### src/rtl/sdr_bank_timing_pkg.sv
package sdr_bank_timing_pkg;

    typedef enum logic [2:0] {
        CMD_NOP = 3'd0,
        CMD_ACT = 3'd1,
        CMD_RD  = 3'd2,
        CMD_WR  = 3'd3,
        CMD_PRE = 3'd4,
        CMD_REF = 3'd5
    } cmd_e;

    typedef struct packed {
        logic act;
        logic rd;
        logic wr;
        logic pre;
        logic refr;
    } cmd_dec_t;

    typedef struct packed {
        logic is_open;
        logic act_local_ok;
        logic rw_ok;
        logic pre_ok;
        logic rp_done;
        logic page_expired;
    } bank_stat_t;

    function automatic cmd_dec_t decode_cmd(input logic [2:0] code);
        cmd_dec_t d;
        d      = '0;
        d.act  = (code == CMD_ACT);
        d.rd   = (code == CMD_RD);
        d.wr   = (code == CMD_WR);
        d.pre  = (code == CMD_PRE);
        d.refr = (code == CMD_REF);
        return d;
    endfunction

endpackage

### src/rtl/sdr_interval_cnt.sv
module sdr_interval_cnt #(
    parameter int W = 5
) (
    input  logic         clk,
    input  logic         rst,
    input  logic         load,
    input  logic [W-1:0] len,
    output logic         expired
);
    localparam logic [W-1:0] ONE = {{(W-1){1'b0}}, 1'b1};

    logic [W-1:0] remain;
    logic [W-1:0] load_val;

    // A setting of zero behaves like one: the dependent command waits one cycle.
    always_comb load_val = (len == '0) ? '0 : (len - ONE);

    always_ff @(posedge clk) begin
        if (rst) begin
            remain <= '0;
        end else if (load) begin
            remain <= load_val;
        end else if (remain != '0) begin
            remain <= remain - ONE;
        end
    end

    assign expired = (remain == '0);
endmodule

### src/rtl/sdr_bank_slot.sv
module sdr_bank_slot
    import sdr_bank_timing_pkg::*;
#(
    parameter int TIME_W = 5,
    parameter int PAGE_W = 8,
    parameter int ROW_W  = 13
) (
    input  logic              clk,
    input  logic              rst,
    input  cmd_dec_t          dec,
    input  logic              hit,
    input  logic [ROW_W-1:0]  row_in,
    input  logic [TIME_W-1:0] cfg_act_pre,
    input  logic [TIME_W-1:0] cfg_act_rw,
    input  logic [TIME_W-1:0] cfg_pre_act,
    input  logic [PAGE_W-1:0] cfg_page,
    output bank_stat_t        stat,
    output logic [ROW_W-1:0]  row_q
);
    logic act_here, acc_here, pre_here;
    logic ras_done, rcd_done, rp_done, page_done;
    logic open_q;

    always_comb begin
        act_here = hit && dec.act;
        acc_here = hit && (dec.rd || dec.wr);
        pre_here = hit && dec.pre;
    end

    sdr_interval_cnt #(.W(TIME_W)) u_ras (
        .clk(clk), .rst(rst), .load(act_here), .len(cfg_act_pre), .expired(ras_done));
    sdr_interval_cnt #(.W(TIME_W)) u_rcd (
        .clk(clk), .rst(rst), .load(act_here), .len(cfg_act_rw), .expired(rcd_done));
    sdr_interval_cnt #(.W(TIME_W)) u_rp (
        .clk(clk), .rst(rst), .load(pre_here), .len(cfg_pre_act), .expired(rp_done));
    sdr_interval_cnt #(.W(PAGE_W)) u_page (
        .clk(clk), .rst(rst), .load(act_here || acc_here), .len(cfg_page), .expired(page_done));

    always_ff @(posedge clk) begin
        if (rst) begin
            open_q <= 1'b0;
            row_q  <= '0;
        end else if (act_here) begin
            open_q <= 1'b1;
            row_q  <= row_in;
        end else if (pre_here) begin
            open_q <= 1'b0;
        end
    end

    always_comb begin
        stat.is_open      = open_q;
        stat.act_local_ok = !open_q && rp_done;
        stat.rw_ok        = open_q && rcd_done;
        stat.pre_ok       = open_q && ras_done;
        stat.rp_done      = rp_done;
        stat.page_expired = open_q && page_done;
    end
endmodule

### src/rtl/sdr_bank_timer.sv
module sdr_bank_timer
    import sdr_bank_timing_pkg::*;
#(
    parameter int BANK_W = 2,
    parameter int TIME_W = 5,
    parameter int PAGE_W = 8,
    parameter int ROW_W  = 13,
    localparam int NUM_BANKS = 1 << BANK_W
) (
    input  logic                       clk,
    input  logic                       rst,
    input  logic [2:0]                 cmd,
    input  logic [BANK_W-1:0]          cmd_bank,
    input  logic [ROW_W-1:0]           cmd_row,
    input  logic [TIME_W-1:0]          cfg_act_act,
    input  logic [TIME_W-1:0]          cfg_act_pre,
    input  logic [TIME_W-1:0]          cfg_act_rw,
    input  logic [TIME_W-1:0]          cfg_pre_act,
    input  logic [PAGE_W-1:0]          cfg_page,
    output logic [NUM_BANKS-1:0]       ok_act,
    output logic [NUM_BANKS-1:0]       ok_rw,
    output logic [NUM_BANKS-1:0]       ok_pre,
    output logic                       ok_ref,
    output logic [NUM_BANKS-1:0]       pre_req,
    output logic [NUM_BANKS-1:0]       bank_open,
    output logic [NUM_BANKS*ROW_W-1:0] open_rows
);
    cmd_dec_t   dec;
    logic       rrd_done;
    bank_stat_t stat [NUM_BANKS];
    logic [NUM_BANKS-1:0] rp_ready;

    always_comb dec = decode_cmd(cmd);

    // Rank-wide activate spacing, restarted by an activate to any bank.
    sdr_interval_cnt #(.W(TIME_W)) u_rrd (
        .clk(clk), .rst(rst), .load(dec.act), .len(cfg_act_act), .expired(rrd_done));

    for (genvar b = 0; b < NUM_BANKS; b++) begin : g_bank
        logic [ROW_W-1:0] row_b;

        sdr_bank_slot #(.TIME_W(TIME_W), .PAGE_W(PAGE_W), .ROW_W(ROW_W)) u_slot (
            .clk(clk),
            .rst(rst),
            .dec(dec),
            .hit(cmd_bank == BANK_W'(b)),
            .row_in(cmd_row),
            .cfg_act_pre(cfg_act_pre),
            .cfg_act_rw(cfg_act_rw),
            .cfg_pre_act(cfg_pre_act),
            .cfg_page(cfg_page),
            .stat(stat[b]),
            .row_q(row_b)
        );

        always_comb begin
            ok_act[b]    = stat[b].act_local_ok && rrd_done;
            ok_rw[b]     = stat[b].rw_ok;
            ok_pre[b]    = stat[b].pre_ok;
            pre_req[b]   = stat[b].page_expired;
            bank_open[b] = stat[b].is_open;
            rp_ready[b]  = stat[b].rp_done;
        end

        assign open_rows[b*ROW_W +: ROW_W] = row_b;
    end

    always_comb ok_ref = (bank_open == '0) && (&rp_ready);
endmodule

### config.mk
export PLATFORM = sky130hd
export DESIGN_NAME = sdr_bank_timer
export DESIGN_NICKNAME = d
export VERILOG_FILES = /design/src/rtl/sdr_bank_timing_pkg.sv /design/src/rtl/sdr_interval_cnt.sv /design/src/rtl/sdr_bank_slot.sv /design/src/rtl/sdr_bank_timer.sv
export SDC_FILE = /design/constraint.sdc
export NUM_CORES = 1
export LEC_CHECK = 0
export BUFFER_PORTS_ARGS = -buffer_cell sky130_fd_sc_hd__buf_2
export CORE_MARGIN = 2
export CORE_UTILIZATION = 35
export DETAILED_ROUTE_END_ITERATION = 10
export SETUP_SLACK_MARGIN = 0.5
export SLEW_MARGIN = 20
export SYNTH_ARGS = -nofsm -noshare
export SYNTH_HDL_FRONTEND = slang
export SYNTH_HIERARCHICAL = 1
export SYNTH_SLANG_ARGS = --single-unit
### constraint.sdc
create_clock -name clk -period 2.2 [get_ports clk]
set_input_delay 0.22 -clock clk [delete_from_list [all_inputs] [get_ports clk]]
set_output_delay 0.22 -clock clk [all_outputs]
set_load 0.02 [all_outputs]
==> key figures <==
Layout
  – Fill count: 2,682
  – Area growth syn-to-layout: 35.0%
  – Finished Cell Area: approximately 13,000 um^2
  – Antenna cells: 0
  – Final nets: 1,456
  – Footprint of the multi-input gates: about 6800 um^2
  – Storage cell area: 3120 um^2
  – Layout cell share with drive strength beyond 1: 0.461
  – Final non-filler cell total: 1,761

STA
  – Fin crit share: 0.977
  – Final Slew Violations: 0
  – Tightest Pin Transition: 628 ps
  – Setup violators final: 0
  – Setup WS post-layout: about 50 ps
  – Final hold violation count: 0
  – Crit path time final: ~2100 ps
  – RSZ-0062 raised after global routing: true
  – Fin Clk Skew: around 12 ps
  – Hold slack: 78.3 ps
  – Fmax achieved: 465 MHz
  – Headroom to the max-slew limit: 0.578

Run status
  – Outcome: finished, final reports clean

Setup path
  – Worst Path Max Fanout: 4
  – Kind of critical path: flip-flop to output port
  – Worst path required time: just under 2000 ps
  – CP endpoint kind: output port
  – Family with the most delay on the worst path: simple AND/OR/NAND/NOR gates
  – Critical path buffers and inverters: 3
  – Worst path slowest cell: or4b_4
  – Crit path launch type: flip-flop
  – CP arrival: just under 2000 ps
  – Max incr delay on CP: 480 ps
  – CP Cell Sequence: inv_2 -> ha_4 -> or4b_4 -> inv_4 -> nor2b_4 -> and2_4 -> buf_6

Clocking
  – Clock Tree Buf Depth: 2
  – CTS tree: yes
  – Post-cts hold buffer count: 0
  – Sink Count: 153
  – CTS buffer count: 17
  – Clk Latency, worst-skew pair: 440 ps
  – CTS H-tree depth: 4
  – Clk root buf: clkbuf_16
  – Clock Pin Slew Worst Setup and Hold Paths: about 80 ps

GRT
  – Initial antenna violation count: 0
  – Met1 usage: 0.232
  – Global-route usage over all layers: 0.182
  – Number of global-route vias before repair: 8,970
  – Met3 usage: 0.0317
  – Layer with the highest usage: met2
  – Overflow left after global routing: 0
  – First-pass GRT wire length: roughly 45,000 um
  – Met2 GRT Util: 0.315
  – Largest net degree at the start of global routing: 117

Drt
  – Vias/cell: 5.34
  – DR DRC count: 0
  – Initial DRT Pass Iterations: 6
  – Vias: 9,401
  – Total wire length: 28,900 um
  – Initial DRC Count: 651
  – Post-DR wirelength/cell: 16.4 um
  – DRT antenna net count: 0

Job
  – Max Cap Violations: 0

Place
  – Placement Cell Area: roughly 11,000 um^2
  – Port Buffer Count: 120
  – Post-detail-place hpwl: 18,300 um
  – Gpl congestion: 0.787
  – Pre-CTS setup slack: 216 ps
  – Inst Count DP: 1,596

Hold path
  – Hold Crit Class: input port to flip-flop

Yosys
  – Yosys warning count: 6
  – Syn Nets: 1,197
  – Post-synthesis cell count: 1,111
  – Synth Area per Inst: ~9.0 um^2
  – Mapped Area: 9980 um^2

Power
  – Leak: 5.70 nW
  – Net Sw Frac: 0.371
  – Sw power: just over 6 mW
  – Clock share of power: 0.180
  – Combinational share of power: 0.564
  – Peak supply drop: 0.000494 V
  – Sequential power share: 0.256
  – Cell internal pwr: roughly 10 mW
  – Power per Cell Area: 1210 nW/um^2

Floorplanning
  – Standard cell core area: 27,900 um^2
  – Num rows: 61
  – Io pins: roughly 120
  – Initial Util: 0.357
  – Die area: 29,900 um^2
  – Die width: 173 um
  – Die Height: 173 um
[path summary, 6_finish.rpt]
kind / from / to / slack [ps] / cells past startpoint
hold / removal: cmd_row[4] / g_bank[2].u_slot/row_q[4] / 80 / 3
hold reg to reg: u_rrd/remain[1] / u_rrd/remain[1] / 510 / 2
setup / recovery: g_bank[3].u_slot/u_rp/remain[0] / ok_act[3] / 50 / 7
setup reg to reg: g_bank[1].u_slot/u_ras/remain[1] / g_bank[1].u_slot/u_ras/remain[0] / 350 / 12
[flip-flops by register name, summed over array words and instances, names as in the netlist]
name / flops
g_bank.u_slot/u_rp/remain: 20
g_bank.u_slot/u_rcd/remain: 20
g_bank.u_slot/open_q: 4
g_bank.u_slot/u_page/remain: 32
g_bank.u_slot/row_q: 52
u_rrd/remain: 5
g_bank.u_slot/u_ras/remain: 20
[layout by cell type (no fill, tap or decap), types with 14 or more instances in the layout]
cell type	n
nand3b_1	26
and2_4	16
buf_6	43
a21bo_1	20
ha_4	17
a221oi_2	26
dfxtp_2	34
inv_1	55
a21oi_1	53
nor4_1	17
nand2b_1	25
xor2_1	38
a211oi_1	33
a21oi_2	20
dfxtp_1	115
nor3_1	21
a21o_1	30
or4_1	14
o31ai_1	17
o31a_1	17
buf_2	102
xnor2_1	20
nand3_1	78
ha_1	21
a21bo_2	32
clkbuf_16	17
inv_2	46
nor2_1	37
buf_4	142
[worst register-to-register path, cell delays in order (launching register included)]
cell and delay [ps]:
dfxtp_2 330, inv_2 70, ha_4 130, or4b_4 480, inv_2 80, buf_6 90
buf_6 80, buf_6 80, buf_6 80, buf_6 80, buf_6 80, buf_6 80
a221oi_2 50
[per-stage QoR]
step	utilization	power (mW)	setup TNS (ps)
2_1_floorplan	-	8.49	0
6_report	0.482	16.3	0
4_1_cts	0.461	15.0	0
3_3_place_gp	0.397	9.60	0
5_1_grt	0.482	17.3	-14.9
3_5_place_dp	0.397	9.74	0
[area by class of cell]
cell class,instances,share of cell area
multi-input combinational,799,0.502
sequential,153,0.232
timing repair buffer,289,0.156
tap,378,0.0351
inverter,110,0.0324
clock buffer,17,0.0316
clock inverter,15,0.0116
[power by group through the flow]
stage          Clock (mW)  Sequential [mW]  Combinational (mW)
6_report             2.94             4.16                9.18
5_1_grt              3.11             4.23                10.0
4_1_cts              3.00             4.08                7.87
3_5_place_dp            0             4.13                5.61
3_3_place_gp            0             4.10                5.50
2_1_floorplan           0             3.99                4.51
[routing by layer]
layer	vias up	wire length (um)
met5	-	0
met4	0	348
met3	37	1280
met2	222	14400
met1	4477	12900
li1	4665	-
[repair_timing]
action,CTS,global route
buffers inserted,102,31
setup endpoints to repair,29,73
hold endpoints to repair,0,0
pin swaps,22,37
resized for setup,167,84
Power figures use the tool's default switching activity.
